$ cat src/rtl/cring_pkg.sv
package cring_pkg;
    localparam int unsigned REG_W   = 16;
    localparam int unsigned ACK_BIT = 15;

    typedef enum logic [1:0] {
        HS_IDLE = 2'd0,
        HS_PEND = 2'd1,
        HS_DONE = 2'd2
    } hs_e;
endpackage

$ cat src/rtl/cring_fifo.sv
module cring_fifo #(
    parameter int unsigned W     = 32,
    parameter int unsigned DEPTH = 4,
    localparam int unsigned AW   = (DEPTH > 1) ? $clog2(DEPTH) : 1,
    localparam int unsigned CW   = $clog2(DEPTH + 1)
) (
    input  logic          clk,
    input  logic          rst_n,
    input  logic          flush_i,
    input  logic          push_i,
    input  logic [W-1:0]  push_data_i,
    input  logic          pop_ready_i,
    output logic          pop_valid_o,
    output logic [W-1:0]  pop_data_o,
    output logic [CW-1:0] count_o
);
    typedef struct packed {
        logic [AW-1:0] wp;
        logic [AW-1:0] rp;
        logic [CW-1:0] cnt;
    } fifo_s;

    fifo_s q, d;
    logic [W-1:0] store_q [DEPTH];
    logic do_push, do_pop;

    always_comb begin
        d       = q;
        do_push = push_i && (q.cnt != CW'(DEPTH));
        do_pop  = (q.cnt != '0) && pop_ready_i;
        if (flush_i) begin
            d = '0;
        end else begin
            if (do_push) d.wp = (q.wp == AW'(DEPTH - 1)) ? '0 : q.wp + AW'(1);
            if (do_pop)  d.rp = (q.rp == AW'(DEPTH - 1)) ? '0 : q.rp + AW'(1);
            if (do_push && !do_pop) d.cnt = q.cnt + CW'(1);
            if (do_pop && !do_push) d.cnt = q.cnt - CW'(1);
        end
    end

    always_ff @(posedge clk or negedge rst_n) begin
        if (!rst_n) q <= '0;
        else        q <= d;
    end

    always_ff @(posedge clk) begin
        if (do_push && !flush_i) store_q[q.wp] <= push_data_i;
    end

    assign pop_valid_o = (q.cnt != '0);
    assign pop_data_o  = store_q[q.rp];
    assign count_o     = q.cnt;
endmodule

$ cat src/rtl/cring_ctrl.sv
module cring_ctrl
    import cring_pkg::*;
#(
    parameter int unsigned PTR_W      = 8,
    parameter int unsigned FIFO_DEPTH = 4,
    localparam int unsigned FCW       = $clog2(FIFO_DEPTH + 1)
) (
    input  logic             clk,
    input  logic             rst_n,
    input  logic             run_i,
    input  logic [PTR_W-1:0] wr_ptr_i,
    input  logic             reg_wr_i,
    input  logic [REG_W-1:0] reg_wdata_i,
    input  logic             mem_gnt_i,
    input  logic             mem_rvalid_i,
    input  logic [FCW-1:0]   fifo_count_i,
    output logic             mem_req_o,
    output logic [PTR_W-1:0] mem_addr_o,
    output logic             push_o,
    output logic             flush_o,
    output logic             ack_o,
    output logic [PTR_W-1:0] rd_ptr_o
);
    localparam logic [REG_W-1:0] WR_MASK = REG_W'(1) << ACK_BIT;

    typedef struct packed {
        logic [PTR_W-1:0] rp;
        hs_e              hs;
        logic             busy;
        logic             drop;
    } ctrl_s;

    ctrl_s q, d;
    logic resp, room, do_reset, wr_one;

    always_comb begin
        d         = q;
        resp      = q.busy && mem_rvalid_i;
        room      = fifo_count_i < FCW'(FIFO_DEPTH);
        do_reset  = (q.hs == HS_PEND) && !run_i;
        wr_one    = (reg_wdata_i & WR_MASK) != '0;
        mem_req_o = run_i && (q.hs == HS_IDLE) && !q.busy
                    && (q.rp != wr_ptr_i) && room;
        push_o    = resp && !q.drop && !do_reset;
        flush_o   = do_reset;

        if (resp) begin
            d.busy = 1'b0;
            d.drop = 1'b0;
            if (push_o) d.rp = q.rp + PTR_W'(1);
        end
        if (mem_req_o && mem_gnt_i) d.busy = 1'b1;

        if (do_reset) begin
            d.rp = '0;
            d.hs = HS_DONE;
            if (q.busy && !resp) d.drop = 1'b1;
        end

        if (reg_wr_i) begin
            if (!wr_one)                d.hs = HS_IDLE;
            else if (q.hs == HS_IDLE)   d.hs = HS_PEND;
        end
    end

    always_ff @(posedge clk or negedge rst_n) begin
        if (!rst_n) q <= '{rp: '0, hs: HS_IDLE, busy: 1'b0, drop: 1'b0};
        else        q <= d;
    end

    assign mem_addr_o = q.rp + PTR_W'(1);
    assign ack_o      = (q.hs == HS_DONE);
    assign rd_ptr_o   = q.rp;
endmodule

$ cat src/rtl/cmd_ring_rdptr.sv
module cmd_ring_rdptr
    import cring_pkg::*;
#(
    parameter int unsigned PTR_W      = 8,
    parameter int unsigned CMD_W      = 32,
    parameter int unsigned FIFO_DEPTH = 4,
    localparam int unsigned RSV_W     = REG_W - 1 - PTR_W,
    localparam int unsigned FCW       = $clog2(FIFO_DEPTH + 1)
) (
    input  logic             clk,
    input  logic             rst_n,
    input  logic             run_i,
    input  logic [PTR_W-1:0] wr_ptr_i,
    input  logic             reg_wr_i,
    input  logic [REG_W-1:0] reg_wdata_i,
    output logic [REG_W-1:0] reg_rdata_o,
    output logic             mem_req_o,
    output logic [PTR_W-1:0] mem_addr_o,
    input  logic             mem_gnt_i,
    input  logic             mem_rvalid_i,
    input  logic [CMD_W-1:0] mem_rdata_i,
    output logic             cmd_valid_o,
    output logic [CMD_W-1:0] cmd_data_o,
    input  logic             cmd_ready_i
);
    logic             push, flush, ack;
    logic [PTR_W-1:0] rd_ptr;
    logic [FCW-1:0]   fill;

    cring_ctrl #(.PTR_W(PTR_W), .FIFO_DEPTH(FIFO_DEPTH)) u_ctrl (
        .clk          (clk),
        .rst_n        (rst_n),
        .run_i        (run_i),
        .wr_ptr_i     (wr_ptr_i),
        .reg_wr_i     (reg_wr_i),
        .reg_wdata_i  (reg_wdata_i),
        .mem_gnt_i    (mem_gnt_i),
        .mem_rvalid_i (mem_rvalid_i),
        .fifo_count_i (fill),
        .mem_req_o    (mem_req_o),
        .mem_addr_o   (mem_addr_o),
        .push_o       (push),
        .flush_o      (flush),
        .ack_o        (ack),
        .rd_ptr_o     (rd_ptr)
    );

    cring_fifo #(.W(CMD_W), .DEPTH(FIFO_DEPTH)) u_fifo (
        .clk         (clk),
        .rst_n       (rst_n),
        .flush_i     (flush),
        .push_i      (push),
        .push_data_i (mem_rdata_i),
        .pop_ready_i (cmd_ready_i),
        .pop_valid_o (cmd_valid_o),
        .pop_data_o  (cmd_data_o),
        .count_o     (fill)
    );

    assign reg_rdata_o = {ack, {RSV_W{1'b0}}, rd_ptr};
endmodule

$ cat config.mk
export PLATFORM = sky130hd
export DESIGN_NAME = cmd_ring_rdptr
export DESIGN_NICKNAME = d
export VERILOG_FILES = /design/src/rtl/cring_pkg.sv /design/src/rtl/cring_fifo.sv /design/src/rtl/cring_ctrl.sv /design/src/rtl/cmd_ring_rdptr.sv
export SDC_FILE = /design/constraint.sdc
export NUM_CORES = 1
export LEC_CHECK = 0
export BUFFER_PORTS_ARGS = -buffer_cell sky130_fd_sc_hd__buf_4
export CAP_MARGIN = 15
export CORE_MARGIN = 1.5
export CORE_UTILIZATION = 53
export DETAILED_ROUTE_END_ITERATION = 8
export GPL_TIMING_DRIVEN = 0
export PLACE_DENSITY = 0.8
export SETUP_SLACK_MARGIN = 0.2
export SLEW_MARGIN = 20
export SYNTH_ARGS = -nofsm -noshare
export SYNTH_HDL_FRONTEND = slang
export SYNTH_SLANG_ARGS = --single-unit
$ cat constraint.sdc
create_clock -name clk -period 3.7 [get_ports clk]
set_input_delay 0 -clock clk [delete_from_list [all_inputs] [get_ports clk]]
set_output_delay 0 -clock clk [all_outputs]
set_load 0.01 [all_outputs]
==> impl_metrics.json, run 1 <==
{
  "fmax_ghz": 0.400,
  "core_um2": 11000,
  "cp_data_arrival_time_ps": 2830,
  "setup.reg_to_reg.worst_slack_ps": 1200,
  "ant_nets": 0,
  "path_max_fanout": 8,
  "crit_family": "simple AND/OR/NAND/NOR gates",
  "synthCells": 328,
  "max-cap-violations": 0,
  "nets": 566,
  "cts-root-buf": "clkbuf_16",
  "route.detailed.drc": 0,
  "cts.sinks": 147,
  "crit_required_ps": 4030,
  "p_total_mw": 5.09,
  "status": "finished clean",
  "fin_crit_sh": 0.675,
  "tritoncts.num_buffers": 17,
  "p_leak_nw": 3.09,
  "io_pins": 121,
  "hold_viol_final": 0,
  "synthesis.area_um2": 6050,
  "io_buffers": 97,
  "hp-class": "primary input to flip-flop",
  "slowest_stage": "or4b_1",
  "tritoncts": "built",
  "via_per_inst": 5.34,
  "antenna_found_initial": 0,
  "grt_max_degree": 26,
  "ys_seq_area_frac": 0.714,
  "fin_area_um2": 8130,
  "first_pass_iters": 4,
  "drive_gt1_frac": 0.398,
  "finalSetupViolCount": 0,
  "htreeDepth": 4,
  "avgRoutedWirePerCell_um": 18.5,
  "critPathMaxStageDelay_ps": 440,
  "num_vias": 3463,
  "rsz0062_at_grt": "false",
  "fin_cells": 648,
  "insertion_delay_ps": 410,
  "yosysWarningCount": 0,
  "slew_violations": 0,
  "vdd_drop_max_v": 0.000364,
  "synth_compound_area_frac": 0.0289,
  "syn_area_per_cell_um2": 18.4,
  "worst_slew_pin_slew_ps": 779,
  "period_needed_ps": 2500,
  "seq_area_um2": 4320,
  "synth-edff-count": 128,
  "dpl_cell_area_um2": 7070,
  "fillers": 641,
  "routed_wirelength_um": 12000,
  "synthMuxAreaShare": 0.122,
  "synth_xor_area_frac": 0.0275,
  "clk_pin_slew_ps": 60,
  "die-area_um2": 12100,
  "synthFlopType": "edfxtp_1",
  "drt_iter0_drc": 192,
  "initial_core_util": 0.551,
  "cp_num_buf_inv": 0,
  "worstSetupPathType": "flip-flop to flip-flop",
  "cp-start-kind": "flip-flop",
  "grt_pass1_vias": 3517,
  "grt_overflow": 0,
  "cts_buffer_depth": 2,
  "power_density_nw_per_um2": 627,
  "skew_ps": 8.82,
  "final_core_util": 0.740,
  "ys_async_sr_fraction": 0.129,
  "grt_first_pass_wirelength_um": 18300,
  "rows": 38,
  "yosys.area_share.simple": 0.0546,
  "grtUsageTotal": 0.215,
  "critPathCaptureType": "flip-flop",
  "crit_chain": "nand3b_2 -> a211oi_4 -> nor2_1 -> fa_1 -> nor2b_1 -> or4b_1 -> a31oi_1",
  "synthAdderAreaFrac": 0.0157,
  "globalplace.congestion": 0.772,
  "die_h_um": 110,
  "layout_common_cells": "128 x edfxtp_1, 113 x buf_4, 42 x dlygate4sd3_1",
  "area_growth_syn_to_layout_pct": 34.3,
  "setup_tns_ps": 0,
  "ys_ff_latch": 147,
  "slew_headroom": 0.479,
  "layout_commonest_cell": "edfxtp_1",
  "die_w_um": 110,
  "diodes": 0,
  "multi_input_area_um2": 1540,
  "dpl.hpwl_um": 7340,
  "synth_top_family_by_area": "multiplexers",
  "dp_cells": 575,
  "yosysUniqueCellTypes": 43
}
metrics by stage:
step	setup WS (ps)	hold WS, ps
5_1_grt	1060	93.4
6_report	1200	49.9
3_5_place_dp	1240	-109
3_3_place_gp	828	-110
2_1_floorplan	1490	-296
4_1_cts	1220	40.0
worst register-to-register path, stage by stage (launching register included):
cell,delay [ps]
dfrtp_1,390
nand3b_2,330
a211oi_4,400
nor2_1,110
fa_1,420
nor2b_1,140
or4b_1,440
a31oi_1,180
path summary, 6_finish.rpt:
check / from / to / depth (start not counted)
setup / recovery: flip-flop / u_fifo.count_o[2] / 7
hold / removal: cmd_ready_i / u_fifo.count_o[0] / 4
setup reg to reg: flip-flop / u_fifo.count_o[2] / 7
hold reg to reg: flip-flop / flip-flop / 2
max in group asynchronous: rst_n / u_fifo.q[5] / 4
min in group asynchronous: rst_n / u_ctrl.rd_ptr_o[5] / 3
metal layers:
layer / routed length (µm) / vias to the layer above / global-route usage / part of all wire
li1: - / 1594 / - / -
met1: 4800 / 1752 / 0.259 / 0.40
met2: 6530 / 106 / 0.381 / 0.55
met3: 536 / 11 / 0.0569 / 0.045
met4: 93 / 0 / 0.0612 / 0.0078
met5: 0 / - / 0 / 0
final cells by class:
| class | instances | area share |
|---|---|---|
| flip-flops and latches | 147 | 0.531 |
| inverters | 5 | 0.00231 |
| multi-input cells | 151 | 0.189 |
| plain buffers | 31 | 0.0248 |
| clock inverters | 13 | 0.0256 |
| clock buffers | 18 | 0.0528 |
| repair buffers | 143 | 0.152 |
| well taps | 140 | 0.0216 |
registers in the layout, summed over array words and instances, names as in the netlist, named ones only:
name,cells
u_fifo.store_q,128
u_ctrl.rd_ptr_o,8
u_ctrl.q,3
u_fifo.count_o,3
u_fifo.q,4
Yosys cell counts (all sizes together) (3+ instances only):
library cell  number  area share
o21ai              7      0.0058
ha                 6       0.012
nor2b              3      0.0031
nor4               4      0.0066
buf               25       0.029
mux4              32        0.12
and2               4      0.0041
nor3               6      0.0050
xnor2              6      0.0087
clkbuf             6      0.0039
dfrtp             19       0.079
nor2              15      0.0097
edfxtp           128        0.64
nand3              4      0.0054
or3                3      0.0035
a21oi             12      0.0099
nand2             11      0.0068
xor2              13       0.019
inv                5      0.0031
report_power, final:
group	internal, mW	total, mW	leakage [nW]	switching (mW)
combinational	0.663	1.26	1.38	0.593
sequential	1.92	2.01	1.41	0.0889
clock	1.19	1.83	0.300	0.638
total	3.77	5.09	3.09	1.32
what timing repair did:
action,CTS,global route
hold buffers,42,0
gates resized for setup,0,0
setup buffers,0,0
endpoints found under the hold margin,153,0
logic make-up after synthesis:
| family | after synthesis |
|---|---|
| adder cells (fa/ha/maj) | 7 |
| flip-flops | 147 |
| AND/OR/NAND/NOR | 57 |
| buffers and inverters | 36 |
| XOR/XNOR | 19 |
| other | 1 |
| AO/OA/AOI/OAI | 27 |
| multiplexers | 34 |
No activity file was read; power rests on OpenSTA's default activity.
==> inputs of run 2 (changes only) <==
Settings changed: CORE_UTILIZATION 53 to 49, PLACE_DENSITY 0.8 to 0.78.
Clock period 3.7 ns to 2 ns, I/O delays scaled along.
==> run 2 against run 1 <==
  * The flow now finishes with violations (setup timing)
  * Count of clock-buffer cells in the layout up 1
  * Critical path type unchanged
  * Largest cell class unchanged
  * Cell count up 4.6%
  * Combinational power rose to 2.5 times the previous value
  * Flip-flop and latch count unchanged
  * Register-to-register slack worse by 1300 ps
  * Non-clock buffer count up 21
  * Wire length up 4.9%
  * Setup slack worse by 1300 ps
  * Highest routed layer unchanged
  * Power up 94%
  * Core utilization down 2.9 points
  * Fmax up 19%
==> impl_metrics.json, run 2 (synthesis results as in run 1) <==
{
  "critPathMaxStageDelay_ps": 470,
  "layout_commonest_cell": "edfxtp_1",
  "violations": "setup timing",
  "ant_nets": 0,
  "path_max_fanout": 5,
  "worst_r2r_endpoint": "u_fifo.count_o[2]",
  "largest_reg_flops": 128,
  "p_leak_nw": 3.29,
  "vdd_drop_max_v": 0.000782,
  "power_density_nw_per_um2": 1160,
  "antenna_found_initial": 0,
  "slowest_stage": "or4b_4",
  "drive_gt1_frac": 0.460,
  "insertion_delay_ps": 420,
  "grt_first_pass_wirelength_um": 19600,
  "dp_cells": 578,
  "status": "finished with violations",
  "hold_viol_final": 0,
  "routed_wirelength_um": 12600,
  "fmax_ghz": 0.478,
  "crit_family": "simple AND/OR/NAND/NOR gates",
  "grtUsageTotal": 0.208,
  "tritoncts": "built",
  "skew_ps": 7.36,
  "fin_cells": 678,
  "num_vias": 3564,
  "io_pins": 121,
  "layout_common_cells": "128 x edfxtp_1, 100 x buf_4, 40 x dlygate4sd3_1",
  "tritoncts.num_buffers": 17,
  "dpl.hpwl_um": 6880,
  "io_buffers": 97,
  "wl_met3_um": 716,
  "rsz0062_at_grt": "true",
  "p_total_mw": 9.89,
  "worst_slack_ps": -91.7,
  "via_per_inst": 5.26,
  "route.detailed.drc": 0,
  "worst_slew_pin_slew_ps": 909,
  "reg2reg_depth": 7,
  "met2_length_um": 6660,
  "clk_pin_slew_ps": 60,
  "dp_slack_ps": -257,
  "die-area_um2": 13000,
  "slew_headroom": 0.394,
  "rr_startpoint": "u_ctrl.q[2]",
  "fin_crit_sh": 1.05,
  "grt_max_degree": 33,
  "min_to": "u_fifo.count_o[0]",
  "min-delay-start": "run_i",
  "drt-met1-wl_um": 5040,
  "diodes": 0,
  "avgRoutedWirePerCell_um": 18.5,
  "cp_num_buf_inv": 0,
  "max-cap-violations": 0,
  "slew_violations": 0,
  "cts_buffer_depth": 2,
  "grt_overflow": 0,
  "htreeDepth": 4,
  "core_um2": 12000,
  "globalplace.congestion": 0.739,
  "worstSetupPathType": "flip-flop to flip-flop",
  "period_needed_ps": 2090,
  "cp-start-kind": "flip-flop",
  "regMostFlops": "u_fifo.store_q",
  "top_layer_used": "met4",
  "first_pass_iters": 5,
  "cts-root-buf": "clkbuf_16",
  "nets": 588,
  "crit_chain": "nor3b_4 -> a211oi_4 -> nor2_2 -> fa_2 -> nor2b_1 -> or4b_4 -> a31oi_1",
  "cts.sinks": 147,
  "hp-class": "primary input to flip-flop",
  "crit_required_ps": 2340,
  "setup.reg_to_reg.worst_slack_ps": -90,
  "die_w_um": 114,
  "area_growth_syn_to_layout_pct": 41.1,
  "critPathCaptureType": "flip-flop",
  "cp_data_arrival_time_ps": 2440,
  "hold_depth": 4,
  "drt_iter0_drc": 252,
  "rows": 40,
  "initial_core_util": 0.504,
  "grt_pass1_vias": 3739,
  "finalSetupViolCount": 64,
  "die_h_um": 114
}
-- run 2: report_power, final --
group | internal [mW] | total [mW] | switching (mW)
registers | 3.55 | 3.69 | 0.141
logic | 1.83 | 3.17 | 1.34
clock network | 1.83 | 3.03 | 1.20
-- run 2: routing by layer --
layer  global-route usage  up-vias
met5                    0        -
li1                     -     1639
met1                0.248     1793
met4               0.0575        0
met2                0.363      119
met3               0.0683       13
-- run 2: worst max path at each step --
stage,startpoint,end,slack (ps),cells past startpoint
after floorplan,u_ctrl.q[2],u_fifo.count_o[2],-90,7
after global placement,u_ctrl.q[2],u_fifo.store_q[1][20],-240,3
after detailed placement,u_ctrl.q[2],u_fifo.count_o[2],-260,7
after CTS,flip-flop,u_fifo.count_o[2],-110,7
after global routing,u_ctrl.q[2],u_fifo.count_o[2],-170,7
final,u_ctrl.q[2],u_fifo.count_o[2],-90,7
-- run 2: layout make-up --
cell class	count	area, µm²
Clock inverter	13	136
Buffer	31	269
Clock buffer	19	433
Fill cell	779	3470
Multi-Input combinational cell	152	1610
Tap cell	147	184
Timing Repair Buffer	164	1560
Inverter	5	18.8
Sequential cell	147	4320
-- run 2: worst reg2reg max path, cell delays in order, from the launching register on --
cell and delay (ps):
dfrtp_1 380, nor3b_4 170, a211oi_4 310, nor2_2 70, fa_2 340, nor2b_1 150
or4b_4 470, a31oi_1 130
-- run 2: repair_timing --
item / CTS / global route
gates cloned: 4 / 0
endpoints found under the setup margin: 161 / 166
gates resized for setup: 67 / 10
hold buffers: 40 / 0
endpoints found under the hold margin: 151 / 0
pin swaps: 8 / 2
buffers inserted: 19 / 5
-- run 2: stage by stage --
step	instance area [µm²]	util	setup TNS [ps]	hold slack [ps]
floorplan	6110	-	-89.7	-296
global placement	7020	0.585	-30000	-109
detailed placement	7020	0.585	-30470	-105
CTS	8460	0.704	-5240	24.5
global route	8540	0.711	-8730	60.5
finish	8540	0.711	-1810	45.2
